<file path="src/rtl/pt_walker_pkg.sv">
package pt_walker_pkg;
  typedef enum logic [2:0] {
    WK_IDLE     = 3'd0,
    WK_SEG_ISSUE = 3'd1,
    WK_SEG_WAIT = 3'd2,
    WK_PG_ISSUE = 3'd3,
    WK_PG_WAIT  = 3'd4,
    WK_RESP     = 3'd5
  } walk_state_t;

  typedef enum logic {
    LVL_SEGMENT = 1'b0,
    LVL_PAGE    = 1'b1
  } fault_level_t;
endpackage

</file>
<file path="src/rtl/ptw_va_split.sv">
module ptw_va_split #(
  parameter int SEG_W = 11,
  parameter int PG_W  = 11,
  parameter int OFF_W = 10,
  localparam int VA_W = SEG_W + PG_W + OFF_W
) (
  input  logic [VA_W-1:0]  vaddr,
  output logic [SEG_W-1:0] seg_idx,
  output logic [PG_W-1:0]  pg_idx,
  output logic [OFF_W-1:0] offset
);
  // Fields taken from the top of the address downward.
  assign seg_idx = vaddr[VA_W-1 -: SEG_W];
  assign pg_idx  = vaddr[OFF_W +: PG_W];
  assign offset  = vaddr[OFF_W-1:0];
endmodule

</file>
<file path="src/rtl/ptw_entry_dec.sv">
module ptw_entry_dec #(
  parameter int ENT_W = 32,
  parameter int OFF_W = 10
) (
  input  logic [ENT_W-1:0] entry,
  output logic             present,
  output logic [ENT_W-1:0] base
);
  assign present = entry[0];
  // Base field keeps its bit position; the bits below it read as zero.
  assign base = {entry[ENT_W-1:OFF_W], {OFF_W{1'b0}}};
endmodule

</file>
<file path="src/rtl/ptw_ctrl.sv">
module ptw_ctrl
  import pt_walker_pkg::*;
#(
  parameter int SEG_W = 11,
  parameter int PG_W  = 11,
  parameter int OFF_W = 10,
  parameter int ENT_W = 32,
  localparam int VA_W = SEG_W + PG_W + OFF_W
) (
  input  logic             clk,
  input  logic             rst,
  input  logic             req_valid,
  output logic             req_ready,
  input  logic [VA_W-1:0]  req_vaddr,
  input  logic [ENT_W-1:0] tbl_root,
  output logic [VA_W-1:0]  va_q,
  input  logic [SEG_W-1:0] seg_idx,
  input  logic [PG_W-1:0]  pg_idx,
  input  logic [OFF_W-1:0] offset,
  input  logic             ent_present,
  input  logic [ENT_W-1:0] ent_base,
  output logic             rd_en,
  output logic [ENT_W-1:0] rd_addr,
  output logic             rsp_valid,
  input  logic             rsp_ready,
  output logic [ENT_W-1:0] rsp_paddr,
  output logic             rsp_fault,
  output logic             rsp_fault_lvl
);
  walk_state_t      state;
  logic [ENT_W-1:0] root_q;
  logic [ENT_W-1:0] ptbase_q;
  logic [ENT_W-1:0] paddr_q;
  logic             fault_q;
  fault_level_t     lvl_q;

  logic [ENT_W-1:0] seg_addr;
  logic [ENT_W-1:0] pg_addr;

  assign seg_addr = root_q + ENT_W'(seg_idx);
  assign pg_addr  = ptbase_q + ENT_W'(pg_idx);

  always_ff @(posedge clk) begin
    if (rst) begin
      state    <= WK_IDLE;
      va_q     <= '0;
      root_q   <= '0;
      ptbase_q <= '0;
      paddr_q  <= '0;
      fault_q  <= 1'b0;
      lvl_q    <= LVL_SEGMENT;
    end else begin
      unique case (state)
        WK_IDLE: begin
          if (req_valid) begin
            va_q   <= req_vaddr;
            root_q <= tbl_root;
            state  <= WK_SEG_ISSUE;
          end
        end
        WK_SEG_ISSUE: state <= WK_SEG_WAIT;
        WK_SEG_WAIT: begin
          if (!ent_present) begin
            fault_q <= 1'b1;
            lvl_q   <= LVL_SEGMENT;
            paddr_q <= '0;
            state   <= WK_RESP;
          end else begin
            ptbase_q <= ent_base;
            state    <= WK_PG_ISSUE;
          end
        end
        WK_PG_ISSUE: state <= WK_PG_WAIT;
        WK_PG_WAIT: begin
          if (!ent_present) begin
            fault_q <= 1'b1;
            lvl_q   <= LVL_PAGE;
            paddr_q <= '0;
          end else begin
            fault_q <= 1'b0;
            lvl_q   <= LVL_SEGMENT;
            paddr_q <= ent_base | ENT_W'(offset);
          end
          state <= WK_RESP;
        end
        WK_RESP: begin
          if (rsp_ready) state <= WK_IDLE;
        end
        default: state <= WK_IDLE;
      endcase
    end
  end

  assign req_ready     = (state == WK_IDLE);
  assign rd_en         = (state == WK_SEG_ISSUE) || (state == WK_PG_ISSUE);
  assign rd_addr       = (state == WK_PG_ISSUE) ? pg_addr : seg_addr;
  assign rsp_valid     = (state == WK_RESP);
  assign rsp_paddr     = paddr_q;
  assign rsp_fault     = fault_q;
  assign rsp_fault_lvl = lvl_q;

  assert_rd_pulse_R7: assert property (@(posedge clk) disable iff (rst)
    rd_en |=> !rd_en);
  assert_no_rd_pending_R7: assert property (@(posedge clk) disable iff (rst)
    rsp_valid |-> !rd_en);
  assert_single_walk_R7: assert property (@(posedge clk) disable iff (rst)
    (req_valid && req_ready) |=> !req_ready);
  assert_rsp_hold_R8: assert property (@(posedge clk) disable iff (rst)
    (rsp_valid && !rsp_ready) |=> (rsp_valid && $stable(rsp_paddr)
                                   && $stable(rsp_fault) && $stable(rsp_fault_lvl)));
  assert_rsp_release_R8: assert property (@(posedge clk) disable iff (rst)
    (rsp_valid && rsp_ready) |=> (req_ready && !rsp_valid));
  assert_lvl_only_fault_R6: assert property (@(posedge clk) disable iff (rst)
    (rsp_valid && !rsp_fault) |-> !rsp_fault_lvl);
  assert_reset_idle_R9: assert property (@(posedge clk)
    rst |=> (req_ready && !rsp_valid && !rd_en));
endmodule

</file>
<file path="src/rtl/pt_walker.sv">
module pt_walker #(
  parameter int SEG_W = 11,
  parameter int PG_W  = 11,
  parameter int OFF_W = 10,
  parameter int ENT_W = 32,
  localparam int VA_W = SEG_W + PG_W + OFF_W
) (
  input  logic             clk,
  input  logic             rst,
  input  logic             req_valid,
  output logic             req_ready,
  input  logic [VA_W-1:0]  req_vaddr,
  input  logic [ENT_W-1:0] tbl_root,
  output logic             rd_en,
  output logic [ENT_W-1:0] rd_addr,
  input  logic [ENT_W-1:0] rd_data,
  output logic             rsp_valid,
  input  logic             rsp_ready,
  output logic [ENT_W-1:0] rsp_paddr,
  output logic             rsp_fault,
  output logic             rsp_fault_lvl
);
  logic [VA_W-1:0]  va_q;
  logic [SEG_W-1:0] seg_idx;
  logic [PG_W-1:0]  pg_idx;
  logic [OFF_W-1:0] offset;
  logic             ent_present;
  logic [ENT_W-1:0] ent_base;

  ptw_va_split #(.SEG_W(SEG_W), .PG_W(PG_W), .OFF_W(OFF_W)) i_split (
    .vaddr  (va_q),
    .seg_idx(seg_idx),
    .pg_idx (pg_idx),
    .offset (offset)
  );

  ptw_entry_dec #(.ENT_W(ENT_W), .OFF_W(OFF_W)) i_dec (
    .entry  (rd_data),
    .present(ent_present),
    .base   (ent_base)
  );

  ptw_ctrl #(.SEG_W(SEG_W), .PG_W(PG_W), .OFF_W(OFF_W), .ENT_W(ENT_W)) i_ctrl (
    .clk          (clk),
    .rst          (rst),
    .req_valid    (req_valid),
    .req_ready    (req_ready),
    .req_vaddr    (req_vaddr),
    .tbl_root     (tbl_root),
    .va_q         (va_q),
    .seg_idx      (seg_idx),
    .pg_idx       (pg_idx),
    .offset       (offset),
    .ent_present  (ent_present),
    .ent_base     (ent_base),
    .rd_en        (rd_en),
    .rd_addr      (rd_addr),
    .rsp_valid    (rsp_valid),
    .rsp_ready    (rsp_ready),
    .rsp_paddr    (rsp_paddr),
    .rsp_fault    (rsp_fault),
    .rsp_fault_lvl(rsp_fault_lvl)
  );
endmodule

</file>
<file path="config.mk">
export PLATFORM = sky130hd
export DESIGN_NAME = pt_walker
export DESIGN_NICKNAME = d
export VERILOG_FILES = /design/src/rtl/pt_walker_pkg.sv /design/src/rtl/ptw_va_split.sv /design/src/rtl/ptw_entry_dec.sv /design/src/rtl/ptw_ctrl.sv /design/src/rtl/pt_walker.sv
export SDC_FILE = /design/constraint.sdc
export NUM_CORES = 1
export LEC_CHECK = 0
export BUFFER_PORTS_ARGS = -buffer_cell sky130_fd_sc_hd__buf_2
export CAP_MARGIN = 20
export CORE_ASPECT_RATIO = 1.4
export CORE_UTILIZATION = 45
export CTS_CLUSTER_SIZE = 10
export DETAILED_ROUTE_END_ITERATION = 16
export GPL_ROUTABILITY_DRIVEN = 0
export PLACE_DENSITY = 0.82
export RECOVER_POWER = 100
export SKIP_LAST_GASP = 1
export SYNTH_ARGS = -nofsm -noshare
export SYNTH_HDL_FRONTEND = slang
export SYNTH_SLANG_ARGS = --single-unit
</file>
<file path="constraint.sdc">
create_clock -name clk -period 7.1 [get_ports clk]
set_input_delay 1.42 -clock clk [delete_from_list [all_inputs] [get_ports clk]]
set_output_delay 1.42 -clock clk [all_outputs]
set_load 0.01 [all_outputs]
</file>
Yosys cells after proc, flatten, opt, wreduce, memory -nomap -nowiden
Index checks and enable logic that the tools add are counted.

Muxes and demuxes: 13. Bitwise operators: 1. Div/mod/pow operators: 0. Magnitude comparators: 0. Eq/ne operators: 8. $add $sub $neg: 2. Shift operators: 0. Reduce and logical (&&, ||, !) cells: 7. Multipliers: 0.

Operator list (count): $mux W32 (3); $add A32 B11 Y32 (2); $pmux W32 S2 (1); $or A32 B10 Y32 (1); $pmux W3 S6 (1); $mux W3 (3); $reduce_and A2 Y1 (4); $eq A3 B2 Y1 const B (2); $eq A3 B3 Y1 const B (2); $ne A2 B2 Y1 const B (2); $pmux W1 S2 (2); $eq A3 B1 Y1 const B (1); $logic_not A3 Y1 (1); $mux W1 (3); $ne A2 B1 Y1 const B (1); $reduce_bool A2 Y1 (1); $logic_or A1 B1 Y1 (1).

Register bits after elaboration: 123. Memories: 0. Bits in writable memories: 0. Logic and storage cells: 38. Memory bits (read-only): 0. Latch bits: 0. Input port bits: 100.

Logic depth before layout (Yosys ltp)
Word-level depth: 3. Depth in mapped cells: 8.

Cells and area by module
From an unflattened synthesis, not the netlist that was laid out.

Cell total of the unflattened synthesis: 952. Area total of the unflattened synthesis: 7438.4 µm².

By module, submodules not included: ptw_ctrl (area each 6946.7 µm², cells an instance 886, instances 1, sequential area each 2662.6 µm²); ptw_entry_dec (area each 251.5 µm², cells an instance 34, instances 1, sequential area each 0.0 µm²); ptw_va_split (area each 240.2 µm², cells an instance 32, instances 1, sequential area each 0.0 µm²).

Least setup slack after synthesis
No wires, ideal clock.

Kind: register -> output. From: register i_ctrl.root_q[4]. To: output port rd_addr[11]. Stages on the path, launching flop included: 9. Arrival time: 2212 ps. Path buffers: 1. Data required time: 5680 ps. Path slack: 3468 ps. Cells stage by stage: dfxtp_1 > ha_1 > and3_4 > a2111oi_4 > a211o_1 > buf_6 > a21oi_1 > o21a_1 > o31ai_1.

Word-level cells in the longest chain between the ends: 2.

RTL lines: start, declared (RTL line ptw_ctrl.sv:31) `logic [ENT_W-1:0] root_q;`; start signal, assigned (RTL line ptw_ctrl.sv:57) `root_q <= tbl_root;`; $add A32 B11 Y32 (RTL line ptw_ctrl.sv:40) `assign seg_addr = root_q + ENT_W'(seg_idx);`; $mux W32 (RTL line ptw_ctrl.sv:96) `assign rd_addr = (state == WK_PG_ISSUE) ? pg_addr : seg_addr;`; end, declared (RTL line pt_walker.sv:15) `output logic [ENT_W-1:0] rd_addr,`.

No other way between the ends.

Worst setup path in the final report
From: input port rst. To: register i_ctrl.lvl_q, in the netlist i_ctrl.rsp_fault_lvl.

RTL lines: start, declared (RTL line pt_walker.sv:9) `input logic rst,`; end signal, assigned (RTL line ptw_ctrl.sv:51) `lvl_q <= LVL_SEGMENT;`; end signal, assigned (RTL line ptw_ctrl.sv:65) `lvl_q <= LVL_SEGMENT;`; end signal, assigned (RTL line ptw_ctrl.sv:77) `lvl_q <= LVL_PAGE;`; end, declared (RTL line ptw_ctrl.sv:35) `fault_level_t lvl_q;`.

No word-level cell between the ends.

==> impl_metrics.json <==
{
  "dpl-instance-area_um2": 6950,
  "yosysSeqAreaShare": 0.404,
  "drt_iter0_drc": 259,
  "die-area_um2": 14000,
  "antenna_left": 0,
  "ios": 169,
  "path_clk_slew_ns": 0.06,
  "cp-end-kind": "flip-flop",
  "grt_max_degree": 88,
  "p_per_area_nw_per_um2": 264,
  "hold_slack_ns": 0.454,
  "rows": 50,
  "root_buffer": "clkbuf_16",
  "fin_util": 0.560,
  "first_pass_iters": 5,
  "ir_drop_uv": 153,
  "wire_per_inst_um": 14.3,
  "multi_input_area_um2": 3370,
  "tns_ns": 0,
  "p_seq_frac": 0.392,
  "grt_pass1_wl_mm": 26.1,
  "antenna_found_initial": 0,
  "failed_checks": "capacitance limit, slew limit",
  "path_max_fanout": 87,
  "drc": 0,
  "reg2reg_depth": 5,
  "dpl.hpwl_mm": 11.2,
  "setup.worst_path.class": "input pin to flip-flop",
  "yosys.cell_count.top_type": "nand2_1",
  "numCtsBuffers": 17,
  "synth_area_leaders": "dfxtp_1, nand2_1, a21oi_1",
  "cts_hold_buf": 0,
  "maxSlewHeadroom": -1.47,
  "die_w_um": 100,
  "min_path_type": "flip-flop to flip-flop",
  "fin_area_um2": 7460,
  "ys_ff_latch": 123,
  "synthToLayoutAreaGrowth_pct": 22.3,
  "fin_crit_ns": 5.37,
  "die_y_um": 140,
  "via_per_inst": 5.33,
  "p_comb_frac": 0.151,
  "rsz0062_at_grt": "no",
  "layout-drive-gt1-share": 0.148,
  "syn_inst": 800,
  "post-place-ws_ns": 2.97,
  "fmax_ghz": 0.186,
  "crit_arrival_ns": 5.50,
  "yosys_warnings": 0,
  "p_switching_mw": 0.569,
  "synth_top_area_share": 0.404,
  "routed_wl_mm": 16.1,
  "ys_async_sr_fraction": 0,
  "io_buffers": 159,
  "rrSetupSlack_ns": 3.80,
  "nets": 1045,
  "critPathRequiredTime_ns": 7.24,
  "final_cells": 1126,
  "cts_resized": 0,
  "synth_edf_count": 0,
  "diodes": 0,
  "finalHoldViolations": 0,
  "report.final.slew_viol_count": 279,
  "min_path_cells": 2,
  "syn_area_um2": 6100,
  "cts_setup_buffers": 0,
  "num_vias": 5997,
  "grt_overflow": 0,
  "fin_skew_ns": 0.00869,
  "cts_buffer_depth": 2,
  "startpoint_type": "input pin",
  "finalPower_mw": 1.97,
  "clock_sink_count": 123,
  "worst_pin_slew_ns": 3.71,
  "p_int_mw": 1.40,
  "syn_area_per_cell_um2": 7.63,
  "nFillCells": 1279,
  "clkPwrFrac": 0.457,
  "cts.htree.levels": 4,
  "p_leak_nw": 2.89,
  "dp_cells": 1093,
  "finalWorstSetupSlack_ns": 1.73,
  "fin_crit_sh": 0.756,
  "p_sw_frac": 0.288,
  "insertion_delay_ns": 0.42,
  "grt_pass1_vias": 5433,
  "start_util": 0.458,
  "ys_types": 55,
  "setup_viol": 0,
  "grt.total_usage": 0.234,
  "ff_latch_area_um2": 2460,
  "cts_tree": "built",
  "drv_cap": 5,
  "core-area_um2": 13300,
  "synth-main-ff-cell": "dfxtp_1",
  "synth_top_area_cell": "dfxtp_1",
  "synth.net_count": 914,
  "outcome": "finished with violations",
  "yosys-top-cells-count": "nand2_1, dfxtp_1, a21oi_1, nor2_1, clkbuf_1"
}
## worst paths after layout
kind	start	to
max	rst	i_ctrl.rsp_fault_lvl$_SDFFE_PP0P_
min	i_ctrl.va_q[11]$_SDFFE_PP0P_	i_ctrl.va_q[11]$_SDFFE_PP0P_
max reg2reg	i_ctrl.state[2]$_SDFFE_PP0P_	i_ctrl.va_q[28]$_SDFFE_PP0P_
min reg2reg	i_ctrl.va_q[11]$_SDFFE_PP0P_	i_ctrl.va_q[11]$_SDFFE_PP0P_
## area by class of cell
class / count / area share
Multi-Input combinational cell: 615 / 0.451
Sequential cell: 123 / 0.330
Timing Repair Buffer: 166 / 0.102
Clock buffer: 17 / 0.0570
Tap cell: 182 / 0.0305
Clock inverter: 15 / 0.0253
Inverter: 8 / 0.00402
## worst max-delay path, stage by stage
cell,delay (ns)
clkbuf_1,1.13
clkbuf_1,2.70
nor4_1,0.23
## layout by cell type, fill, tap and decap left out, types with 3 or more instances in the layout
cell type,count
nand2_1,201
dfxtp_1,123
a21oi_1,112
buf_2,92
nor2_1,71
clkbuf_1,71
a22oi_1,32
nand3_1,18
xnor2_1,18
xor2_1,17
clkbuf_16,17
o21ai_0,16
ha_1,13
nand4_1,12
and4_1,9
and3_1,9
inv_1,8
and2_1,7
a211oi_1,7
mux2i_1,6
a31oi_1,6
nor3_1,5
o31ai_1,5
or3_1,4
inv_6,4
and2_0,3
o21a_1,3
bufinv_16,3
clkinvlp_4,3
## power groups by stage
stage	clock network (mW)	logic [mW]	registers, mW
2_1_floorplan	0	0.197	0.777
3_3_place_gp	0	0.296	0.785
3_5_place_dp	0	0.299	0.787
4_1_cts	0.916	0.302	0.773
5_1_grt	0.947	0.331	0.781
6_report	0.902	0.298	0.774
## registers in the layout (all words and copies together) (netlist names)
name                  cells
i_ctrl.rsp_fault          1
i_ctrl.ptbase_q          22
i_ctrl.root_q            32
i_ctrl.va_q              32
i_ctrl.state              3
i_ctrl.rsp_paddr         32
i_ctrl.rsp_fault_lvl      1
## logic make-up after synthesis
family                   after synthesis  synth area share
multiplexers                           6           0.00984
adder cells (fa/ha/maj)               14            0.0299
AND/OR/NAND/NOR                      360             0.264
flip-flops                           123             0.404
AO/OA/AOI/OAI                        200             0.200
buffers and inverters                 62            0.0424
XOR/XNOR                              35            0.0502
## metal layers
metal	global-route usage	wire, um	vias up
met1	0.291	6860	2744
met2	0.384	7920	185
met4	0.109	525	0
li1	-	-	3031
met5	0	0	-
met3	0.0477	779	37
(Power assumes the default switching activity.)
